$ cat src/rtl/tmr_pkg.sv
package tmr_pkg;
  localparam int NUM_LANES = 3;
  localparam int LANE_IDX_W = 2;
  typedef enum logic [LANE_IDX_W-1:0] {
    LANE_A = 2'd0,
    LANE_B = 2'd1,
    LANE_C = 2'd2
  } lane_e;
endpackage

$ cat src/rtl/tmr_lane_stage.sv
module tmr_lane_stage #(
  parameter int W = 16,
  parameter int STAGE_IDX = 0
) (
  input  logic         clk,
  input  logic         rst_n,
  input  logic         adv,
  input  logic [W-1:0] din,
  input  logic         inj_hit,
  input  logic [W-1:0] inj_value,
  output logic [W-1:0] q
);
  localparam logic [W-1:0] ADD_K = W'(2 * STAGE_IDX + 1);

  logic [W-1:0] xf;
  assign xf = {din[W-2:0], din[W-1]} + ADD_K;

  always_ff @(posedge clk) begin
    if (!rst_n) q <= '0;
    else if (adv) q <= inj_hit ? inj_value : xf;
  end

  assert_hold_when_stalled_R7: assert property (@(posedge clk) disable iff (!rst_n)
    !adv |=> $stable(q));

  assert_inject_loads_R4: assert property (@(posedge clk) disable iff (!rst_n)
    (adv && inj_hit) |=> (q == $past(inj_value)));
endmodule

$ cat src/rtl/tmr_voter.sv
module tmr_voter #(
  parameter int W = 16
) (
  input  logic         valid,
  input  logic [W-1:0] a,
  input  logic [W-1:0] b,
  input  logic [W-1:0] c,
  output logic [W-1:0] voted,
  output logic [2:0]   mism
);
  assign voted = (a & b) | (a & c) | (b & c);

  always_comb begin
    mism[0] = valid && (a != voted);
    mism[1] = valid && (b != voted);
    mism[2] = valid && (c != voted);
  end

  always_comb begin
    assert_pair_agree_R6: assert (!(valid && (a == b)) || (!mism[0] && !mism[1]));
    assert_unanimous_R3: assert (!((a == b) && (b == c)) || ((voted == a) && (mism == 3'b000)));
  end
endmodule

$ cat src/rtl/tmr_vote_pipe.sv
module tmr_vote_pipe #(
  parameter int W = 16,
  parameter int STAGES = 7,
  localparam int SEL_W = (STAGES > 1) ? $clog2(STAGES) : 1,
  localparam int FLAG_W = tmr_pkg::NUM_LANES * STAGES
) (
  input  logic              clk,
  input  logic              rst_n,
  input  logic              in_valid,
  output logic              in_ready,
  input  logic [W-1:0]      in_lane_a,
  input  logic [W-1:0]      in_lane_b,
  input  logic [W-1:0]      in_lane_c,
  input  logic              inj_en,
  input  logic [1:0]        inj_lane,
  input  logic [SEL_W-1:0]  inj_stage,
  input  logic [W-1:0]      inj_value,
  output logic              out_valid,
  input  logic              out_ready,
  output logic [W-1:0]      out_data,
  output logic [FLAG_W-1:0] out_flags
);
  import tmr_pkg::*;

  logic              adv;
  logic [W-1:0]      lane_q [STAGES][NUM_LANES];
  logic [W-1:0]      voted  [STAGES];
  logic [2:0]        mism   [STAGES];
  logic [FLAG_W-1:0] mark   [STAGES];
  logic              valid_q[STAGES];
  logic [FLAG_W-1:0] flag_q [STAGES];
  logic [W-1:0]      lane_in[NUM_LANES];

  assign lane_in[LANE_A] = in_lane_a;
  assign lane_in[LANE_B] = in_lane_b;
  assign lane_in[LANE_C] = in_lane_c;

  assign adv      = !valid_q[STAGES-1] || out_ready;
  assign in_ready = adv;

  for (genvar s = 0; s < STAGES; s++) begin : g_stage
    for (genvar l = 0; l < NUM_LANES; l++) begin : g_lane
      logic hit;
      assign hit = inj_en && (inj_stage == SEL_W'(s)) && (inj_lane == 2'(l));
      tmr_lane_stage #(.W(W), .STAGE_IDX(s)) u_lane (
        .clk      (clk),
        .rst_n    (rst_n),
        .adv      (adv),
        .din      ((s == 0) ? lane_in[l] : voted[(s == 0) ? 0 : s-1]),
        .inj_hit  (hit),
        .inj_value(inj_value),
        .q        (lane_q[s][l])
      );
    end

    tmr_voter #(.W(W)) u_vote (
      .valid(valid_q[s]),
      .a    (lane_q[s][0]),
      .b    (lane_q[s][1]),
      .c    (lane_q[s][2]),
      .voted(voted[s]),
      .mism (mism[s])
    );

    assign mark[s] = FLAG_W'(mism[s]) << (NUM_LANES * s);

    if (s == 0) begin : g_head
      always_ff @(posedge clk) begin
        if (!rst_n) begin
          valid_q[0] <= 1'b0;
          flag_q[0]  <= '0;
        end else if (adv) begin
          valid_q[0] <= in_valid;
          flag_q[0]  <= '0;
        end
      end
    end else begin : g_body
      always_ff @(posedge clk) begin
        if (!rst_n) begin
          valid_q[s] <= 1'b0;
          flag_q[s]  <= '0;
        end else if (adv) begin
          valid_q[s] <= valid_q[s-1];
          flag_q[s]  <= flag_q[s-1] | mark[s-1];
        end
      end
    end
  end

  assign out_valid = valid_q[STAGES-1];
  assign out_data  = voted[STAGES-1];
  assign out_flags = out_valid ? (flag_q[STAGES-1] | mark[STAGES-1]) : '0;

  assert_output_held_R7: assert property (@(posedge clk) disable iff (!rst_n)
    (out_valid && !out_ready) |=> (out_valid && $stable(out_data) && $stable(out_flags)));

  assert_stall_blocks_input_R7: assert property (@(posedge clk) disable iff (!rst_n)
    (out_valid && !out_ready) |-> !in_ready);
endmodule

$ cat config.mk
export PLATFORM = sky130hd
export DESIGN_NAME = tmr_vote_pipe
export DESIGN_NICKNAME = d
export VERILOG_FILES = /design/src/rtl/tmr_pkg.sv /design/src/rtl/tmr_lane_stage.sv /design/src/rtl/tmr_voter.sv /design/src/rtl/tmr_vote_pipe.sv
export SDC_FILE = /design/constraint.sdc
export NUM_CORES = 1
export LEC_CHECK = 0
export ABC_AREA = 0
export BUFFER_PORTS_ARGS = -buffer_cell sky130_fd_sc_hd__buf_2
export CAP_MARGIN = 5
export CORE_MARGIN = 4
export CORE_UTILIZATION = 49
export DETAILED_ROUTE_END_ITERATION = 16
export PLACE_DENSITY_LB_ADDON = 0.2
export SLEW_MARGIN = 15
export SYNTH_ARGS = -nofsm -noshare
export SYNTH_HDL_FRONTEND = slang
export SYNTH_SLANG_ARGS = --single-unit
$ cat constraint.sdc
create_clock -name clk -period 3 [get_ports clk]
set_input_delay 0.15 -clock clk [delete_from_list [all_inputs] [get_ports clk]]
set_output_delay 0.15 -clock clk [all_outputs]
set_load 0.03 [all_outputs]
==> summary.txt, run 1 <==
Achievable frequency -> 400 MHz
Combinational Power Share -> 13.8%
# IOs -> 113
Number of slew-limit violations in the final report -> 0
Fill cell total of the finished layout -> 4892
Hold-fix buffers at CTS -> 12
Switching pwr -> 0.00393 W
Resize count post-CTS -> 0
Drt total wl -> 92.6 mm
Clock root buffer -> clkbuf_16
Worst Hold End -> g_stage[0].g_lane[1].u_lane.q[6]
Worst reg2reg setup slack -> 500 ps
Startpoint of the most critical hold path -> in_lane_b[5]
Fraction of power consumed by the clock network -> 42.6%
Via-to-Cell Ratio -> 6.38
Worst hold stages -> 5
Number of max-capacitance violations reported -> 0
Net count, final -> 3577
Critical path arrival -> 2960 ps
Top cell type by total area after synthesis -> dfxtp_1
Critical path type -> reg -> reg
Post-detailed-route DRC marker count -> 0
Total gr overflow -> 0
Number of antenna violations at the first check in global routing -> 7
Core Footprint -> 52800 um^2
Most used standard cell by instance count after synthesis -> nand2_1
Slew at the pin closest to its max-slew limit -> 1110 ps
Non-filler instance count after layout -> 4223
Final weighted congestion in routability-driven placement -> 0.962
Capturing element type of the critical path -> flop
Worst Path Required -> 3460 ps
Number of placed instances, taps included -> 4122
Max rail drop VDD -> 0.000476 V
Detailed-route wire length per cell -> 21.9 um
Post-Synthesis Net Count -> 3602
Synthesized area -> 26300 um^2
Yosys warns -> 0
Number of flops mapped to enable cells by yosys -> 69
Setup TNS after final layout -> 0 ps
Via count of the first global-routing pass -> 24170
Sequential group share of total power -> 43.5%
Average footprint of a synthesized cell -> 7.46 um^2
Layout Utilization -> 54.9%
Fraction of post-synthesis cell area in the top cell type by area -> 25.7%
Share of cells above drive strength 1 -> 7.87%
Sequential cell area in the final layout -> 8820 um^2
All-Layer GR Usage -> 31.1%
First-pass detailed-route iteration total -> 6
Via count -> 26955
Flip-flop and latch count after synthesis -> 406
Clock buffers created by TritonCTS -> 47
Maximum buffer depth of the clock tree -> 3
Main area contributors after synthesis -> dfxtp_1, edfxtp_1, a21oi_1
Register-to-Register Path Depth -> 7
Post-layout instance area -> 29000 um^2
Die Width -> 240 um
Most instantiated flip-flop cell in the synthesis netlist -> dfxtp_1
Internal power contribution -> 0.0101 W
Number of H-tree levels -> 2
Pwr dens -> 484 nW/um^2
Global-route wire length before repair -> 141 mm
Post CTS Setup Buffer Count -> 0
Reg-to-reg endpoint -> g_stage[1].g_lane[2].u_lane.q[12]
Tmin final -> 2500 ps
Share of synthesized flip-flops with an asynchronous set or reset -> 0%
Worst reg2reg path startpoint -> g_stage[0].g_lane[1].u_lane.q[15]
Total half-perimeter wirelength after legalization and detailed placement -> 63.5 mm
Post-route fraction of the period consumed by the critical path -> 83.4%
Hold Path Class -> in -> reg
Drt first-iter violations -> 3411
Cell count after synthesis -> 3520
Skew-Pair Late Insertion Delay -> 590 ps
Run status -> complete, no violations
Placed Area -> 27200 um^2
Startpoint kind of the worst setup timing path -> flop
Number of distinct library cells after synthesis -> 73
Multi-input logic area -> 16300 um^2
Area Growth Syn to Fin -> 10.2%
Site row count -> 84
Leak pwr -> 11.2 nW
Switching Share -> 28.0%
Die Height -> 240 um
Clock slew seen by the registers of the worst setup and hold paths -> 60 ps
Num Clock Sinks -> 406
Maximum number of pins on one net before global-route repair -> 244
Effective utilization at floorplan -> 49.8%
Setup clock skew after layout -> 20.3 ps
Critical path fanouts, max -> 7
Count of endpoints failing setup in the final report -> 0
Count of input and output buffers -> 112
Clock tree from TritonCTS -> done
Max_slew headroom -> 25.7%
Number of nets with antenna violations after detailed routing -> 0
Portion of the post-synthesis area used by sequential elements -> 33.6%
Die footprint -> 57400 um^2
Count of endpoints failing hold in the final timing report -> 0
Top post-synthesis cells by count -> nand2_1, a21oi_1, dfxtp_1
RSZ-0062 raised after global routing -> no
-- cells in the final DEF (no fill, tap or decap), drive strengths merged, types with 22 or more instances in the layout --
cell type / netlist / final
and2: 24 / 24
xor2: 85 / 85
and3: 55 / 55
maj3: 73 / 73
nand4: 49 / 49
nand3b: 23 / 23
mux2i: 41 / 41
o21ai: 328 / 328
or3: 26 / 26
clkbuf: 244 / 78
o21a: 49 / 49
dfxtp: 337 / 337
nor3: 50 / 50
edfxtp: 69 / 69
nand2b: 74 / 74
nor2: 335 / 335
nor3b: 22 / 22
buf: 8 / 166
a211oi: 39 / 39
a21o: 39 / 39
o22ai: 43 / 43
inv: 50 / 50
o221ai: 38 / 38
nand2: 428 / 428
nor4: 46 / 46
nor2b: 87 / 87
a21oi: 397 / 397
xnor2: 74 / 74
nand3: 102 / 102
o211ai: 45 / 45
a31oi: 64 / 64
a311oi: 23 / 23
-- power groups by stage --
stage	Combinational, W	Clock (W)	Sequential, W
final	0.00194	0.00598	0.00610
after global routing	0.00211	0.00627	0.00615
after CTS	0.00190	0.00603	0.00609
after detailed placement	0.00188	0	0.00621
after global placement	0.00184	0	0.00618
after floorplan	0.00137	0	0.00607
-- cell type report --
type,instances,area share (%)
Multi-Input combinational cell,2811,56.4
Inverter,51,0.700
Sequential cell,406,30.5
Clock inverter,8,0.389
Clock buffer,78,5.10
Tap cell,688,2.97
Timing Repair Buffer,178,3.99
Antenna cell,3,0.0259
-- critical path, cell delays in order (launching register included) --
cell	delay (ps)
dfxtp_1	430
maj3_1	360
inv_1	80
ha_1	270
nor3_1	530
mux2_2	400
nor2_1	190
a21oi_1	110
-- state kept, by name, indices dropped and copies added (netlist names) --
| register | cells |
|---|---|
| flag_q | 63 |
| g_stage.g_lane.u_lane.q | 336 |
| valid_q | 7 |
-- through the flow --
step	hold slack, ps	worst slack (ps)	power [W]
after CTS	2.40	520	0.0140
after global placement	437	552	0.00803
after detailed placement	448	530	0.00809
final	32.1	498	0.0140
after floorplan	354	76.8	0.00744
after global routing	56.0	290	0.0145
-- cell families after synthesis --
kind of cell | Yosys count | synth area share [%]
buf+inv | 303 | 4.37
compound gates | 1164 | 26.7
simple gates | 1364 | 25.2
xor+xnor | 159 | 5.30
fa+ha+maj | 81 | 3.19
flops | 406 | 33.6
mux | 43 | 1.65
-- routing by layer --
metal / share of wire [%] / global-route usage, %
met5: 0.048 / 0
met4: 3.8 / 10.8
met3: 10 / 6.23
met2: 44 / 48.1
met1: 42 / 43.4
-- worst max-delay path by stage --
stage	start	to	cells past startpoint
6_report	g_stage[0].g_lane[1].u_lane.q[15]	g_stage[1].g_lane[2].u_lane.q[12]	7
5_1_grt	g_stage[1].g_lane[2].u_lane.q[15]	g_stage[2].g_lane[1].u_lane.q[14]	7
4_1_cts	g_stage[2].g_lane[2].u_lane.q[0]	g_stage[3].g_lane[2].u_lane.q[12]	9
3_5_place_dp	g_stage[2].g_lane[2].u_lane.q[0]	g_stage[3].g_lane[2].u_lane.q[12]	9
3_3_place_gp	g_stage[2].g_lane[2].u_lane.q[0]	g_stage[3].g_lane[2].u_lane.q[12]	9
2_1_floorplan	valid_q[6]	flag_q[1][0]	7
Power figures use the tool's default switching activity.
==> run 2: changes to the inputs <==
--- a/config.mk
+++ b/config.mk
@@ -5,7 +5,7 @@
 export SDC_FILE = /design/constraint.sdc
 export NUM_CORES = 1
 export LEC_CHECK = 0
-export ABC_AREA = 0
+export ABC_AREA = 1
 export BUFFER_PORTS_ARGS = -buffer_cell sky130_fd_sc_hd__buf_2
 export CAP_MARGIN = 5
 export CORE_MARGIN = 4
==> constraint.sdc (replaced) <==
create_clock -name clk -period 2.2 [get_ports clk]
set_input_delay 0.11 -clock clk [delete_from_list [all_inputs] [get_ports clk]]
set_output_delay 0.11 -clock clk [all_outputs]
set_load 0.03 [all_outputs]
==> run 2 against run 1 <==
Net effect: worst hold slack got worse by 11 ps; first-iteration DRC count fell by 17%; register-to-register slack got worse by 320 ps; cell count rose by 24%; clock skew rose by 4.2 ps; sequential share of layout area fell by 1.5 points; design area rose by 5.2%; area after synthesis rose by 2.4%; sequential power rose by 34%.
==> summary.txt, run 2 <==
Final antenna diode count -> 0
Flip-flop count of the largest register after layout -> 336
Post-detailed-route DRC marker count -> 0
Tmin final -> 2130 ps
Reg-to-reg endpoint -> g_stage[0].g_lane[1].u_lane.q[7]
Critical path arrival -> 2020 ps
Site row count -> 85
Number of slew-limit violations in the final report -> 0
Critical path type -> reg -> out
Average footprint of a synthesized cell -> 6.18 um^2
Top Registers -> g_stage.g_lane.u_lane.q (336), flag_q (63), valid_q (7)
Net count, final -> 4566
Multi-input logic area -> 15400 um^2
Most used cells in the layout excluding fill and tap cells -> nand2_1, inv_1, o21ai_0
Post-route worst hold slack -> 20.9 ps
Count of input and output buffers -> 112
Pwr dens -> 633 nW/um^2
Top post-synthesis cells by count -> nand2_1, inv_1, o21ai_0
Clock slew seen by the registers of the worst setup and hold paths -> 60 ps
Via-to-Cell Ratio -> 5.43
Number of max-capacitance violations reported -> 0
Worst Path Required -> 2090 ps
Effective utilization at floorplan -> 49.8%
Count of endpoints failing hold in the final timing report -> 0
Clock root buffer -> clkbuf_16
Most used standard cell by instance count after synthesis -> nand2_1
Die Height -> 242 um
Die Width -> 242 um
Main area contributors after synthesis -> dfxtp_1, nand2_1, o21ai_0
Run status -> complete, no violations
Number of distinct library cells after synthesis -> 54
Setup clock skew after layout -> 24.5 ps
Overall Power -> 0.0193 W
Cell count after synthesis -> 4352
Num Clock Sinks -> 406
Maximum buffer depth of the clock tree -> 3
Fraction of post-synthesis cell area in the top cell type by area -> 25.1%
Maximum number of pins on one net before global-route repair -> 80
Skew-Pair Late Insertion Delay -> 600 ps
Die footprint -> 58700 um^2
Via count -> 28314
Largest reg by FF count -> g_stage.g_lane.u_lane.q
Non-filler instance count after layout -> 5217
Number of H-tree levels -> 2
Yosys warns -> 0
Hold Path Class -> in -> reg
First-pass detailed-route iteration total -> 6
Core Footprint -> 54000 um^2
# IOs -> 113
Most common cell after layout, fill and taps aside -> nand2_1
Total gr overflow -> 0
Slew at the pin closest to its max-slew limit -> 749 ps
Fill cell total of the finished layout -> 5426
Share of cells above drive strength 1 -> 8.74%
All-Layer GR Usage -> 30.2%
Top cell type by total area after synthesis -> dfxtp_1
Most instantiated flip-flop cell in the synthesis netlist -> dfxtp_1
Number of placed instances, taps included -> 5088
Drt total wl -> 93.2 mm
Final weighted congestion in routability-driven placement -> 0.968
Clock buffers created by TritonCTS -> 47
Startpoint kind of the worst setup timing path -> flop
Post-Synthesis Net Count -> 4434
Achievable frequency -> 469 MHz
Worst reg2reg setup slack -> 180 ps
Critical Path Start -> g_stage[6].g_lane[2].u_lane.q[14]
Leak pwr -> 15.3 nW
Via count of the first global-routing pass -> 25059
Flip-flop and latch count after synthesis -> 406
Max_slew headroom -> 50.1%
Total half-perimeter wirelength after legalization and detailed placement -> 68.2 mm
Max rail drop VDD -> 0.000579 V
Critical path fanouts, max -> 4
Detailed-route wire length per cell -> 17.9 um
Capturing element type of the critical path -> output pin
Count of endpoints failing setup in the final report -> 0
Post-route fraction of the period consumed by the critical path -> 97.0%
Number of antenna violations at the first check in global routing -> 0
Worst reg2reg path startpoint -> valid_q[6]
End of the critical path -> out_flags[19]
Share of synthesized flip-flops with an asynchronous set or reset -> 0%
Portion of the post-synthesis area used by sequential elements -> 32.8%
Register-to-Register Path Depth -> 8
Number of flops mapped to enable cells by yosys -> 69
Number of nets with antenna violations after detailed routing -> 0
Area Growth Syn to Fin -> 13.2%
Sequential cell area in the final layout -> 8830 um^2
Synthesized area -> 26900 um^2
RSZ-0062 raised after global routing -> yes
Drt first-iter violations -> 2824
Clock tree from TritonCTS -> done
Global-route wire length before repair -> 141 mm
==> run 2: cell count changes in the layout (fill, tap and decap cells not counted), moves of 70 or more <==
cell,delta
nor2b_1,-86
a21oi_1,-249
o21ai_1,+100
o21ai_0,+93
nand2_1,+977
xor2_1,+70
nand2b_1,-73
nand3_1,+202
inv_1,+479
==> run 2: area by class of cell <==
class / instances / share of cell area (%)
multi-input cells: 3238 / 50.6
repair buffers: 232 / 5.67
clock inverters: 16 / 0.596
clock buffers: 70 / 4.38
inverters: 559 / 6.92
well taps: 696 / 2.86
flip-flops and latches: 406 / 29.0
==> run 2: what timing repair did <==
action	CTS	global route
pin swaps	2	8
setup buffers	0	2
setup endpoints to repair	2	3
gates cloned	0	1
endpoints found under the hold margin	42	0
hold buffers	40	0
gates resized for setup	15	60
==> run 2: logic make-up after synthesis <==
kind of cell / count (synthesis) / share of synthesized area [%]
buffers and inverters: 708 / 10.4
DFF: 406 / 32.8
xor gates and xnor gates: 169 / 5.50
adders and majority gates: 8 / 0.372
and+or+nand+nor: 2219 / 34.0
AOI/OAI and AO/OA: 842 / 16.9
==> run 2: worst max-delay path, stage by stage, from the launching register on <==
cell and delay (ps):
dfxtp_1 370, inv_1 90, o21ai_1 280, inv_1 100, nand2_1 70, nand2_1 40
nor2_1 100, nand2_1 60, nor2_1 100, a21oi_1 70, buf_4 170
==> run 2: routing by layer <==
layer	up-vias	global-route usage, %	wire, um
met4	0	11.8	4080
met1	12818	41.0	40000
li1	14257	-	-
met2	1047	47.5	40800
met3	192	6.05	8280
met5	-	0	0
==> run 2: power breakdown <==
part           leakage, nW  total [W]  internal (W)  switching, W
sequential            3.61    0.00819       0.00788      0.000305
clock                0.739    0.00790       0.00464       0.00326
combinational         10.9    0.00319       0.00104       0.00215
total                 15.3     0.0193        0.0136       0.00571
==> run 2: worst min path at each step <==
stage	from	to	slack, ps	depth (start not counted)
after detailed placement	in_lane_a[15]	g_stage[0].g_lane[0].u_lane.q[0]	440	4
after floorplan	inj_value[7]	g_stage[0].g_lane[0].u_lane.q[7]	270	2
final	in_lane_c[14]	g_stage[0].g_lane[2].u_lane.q[15]	20	6
after global placement	in_lane_a[15]	g_stage[0].g_lane[0].u_lane.q[0]	430	4
after CTS	in_lane_c[6]	g_stage[0].g_lane[2].u_lane.q[8]	3	5
after global routing	inj_value[6]	g_stage[4].g_lane[0].u_lane.q[6]	40	3
==> run 2: through the flow <==
| step | cell area [um^2] | setup slack, ps | TNS [ps] | utilization (%) |
|---|---|---|---|---|
| global route | 30500 | -20.9 | -25.4 | 56.4 |
| CTS | 30300 | 3.13 | 0 | 56.1 |
| finish | 30500 | 65.6 | 0 | 56.4 |
| detailed placement | 28400 | 270 | 0 | 52.5 |
| floorplan | 26900 | 2.72 | 0 | - |
| global placement | 28400 | 288 | 0 | 52.5 |
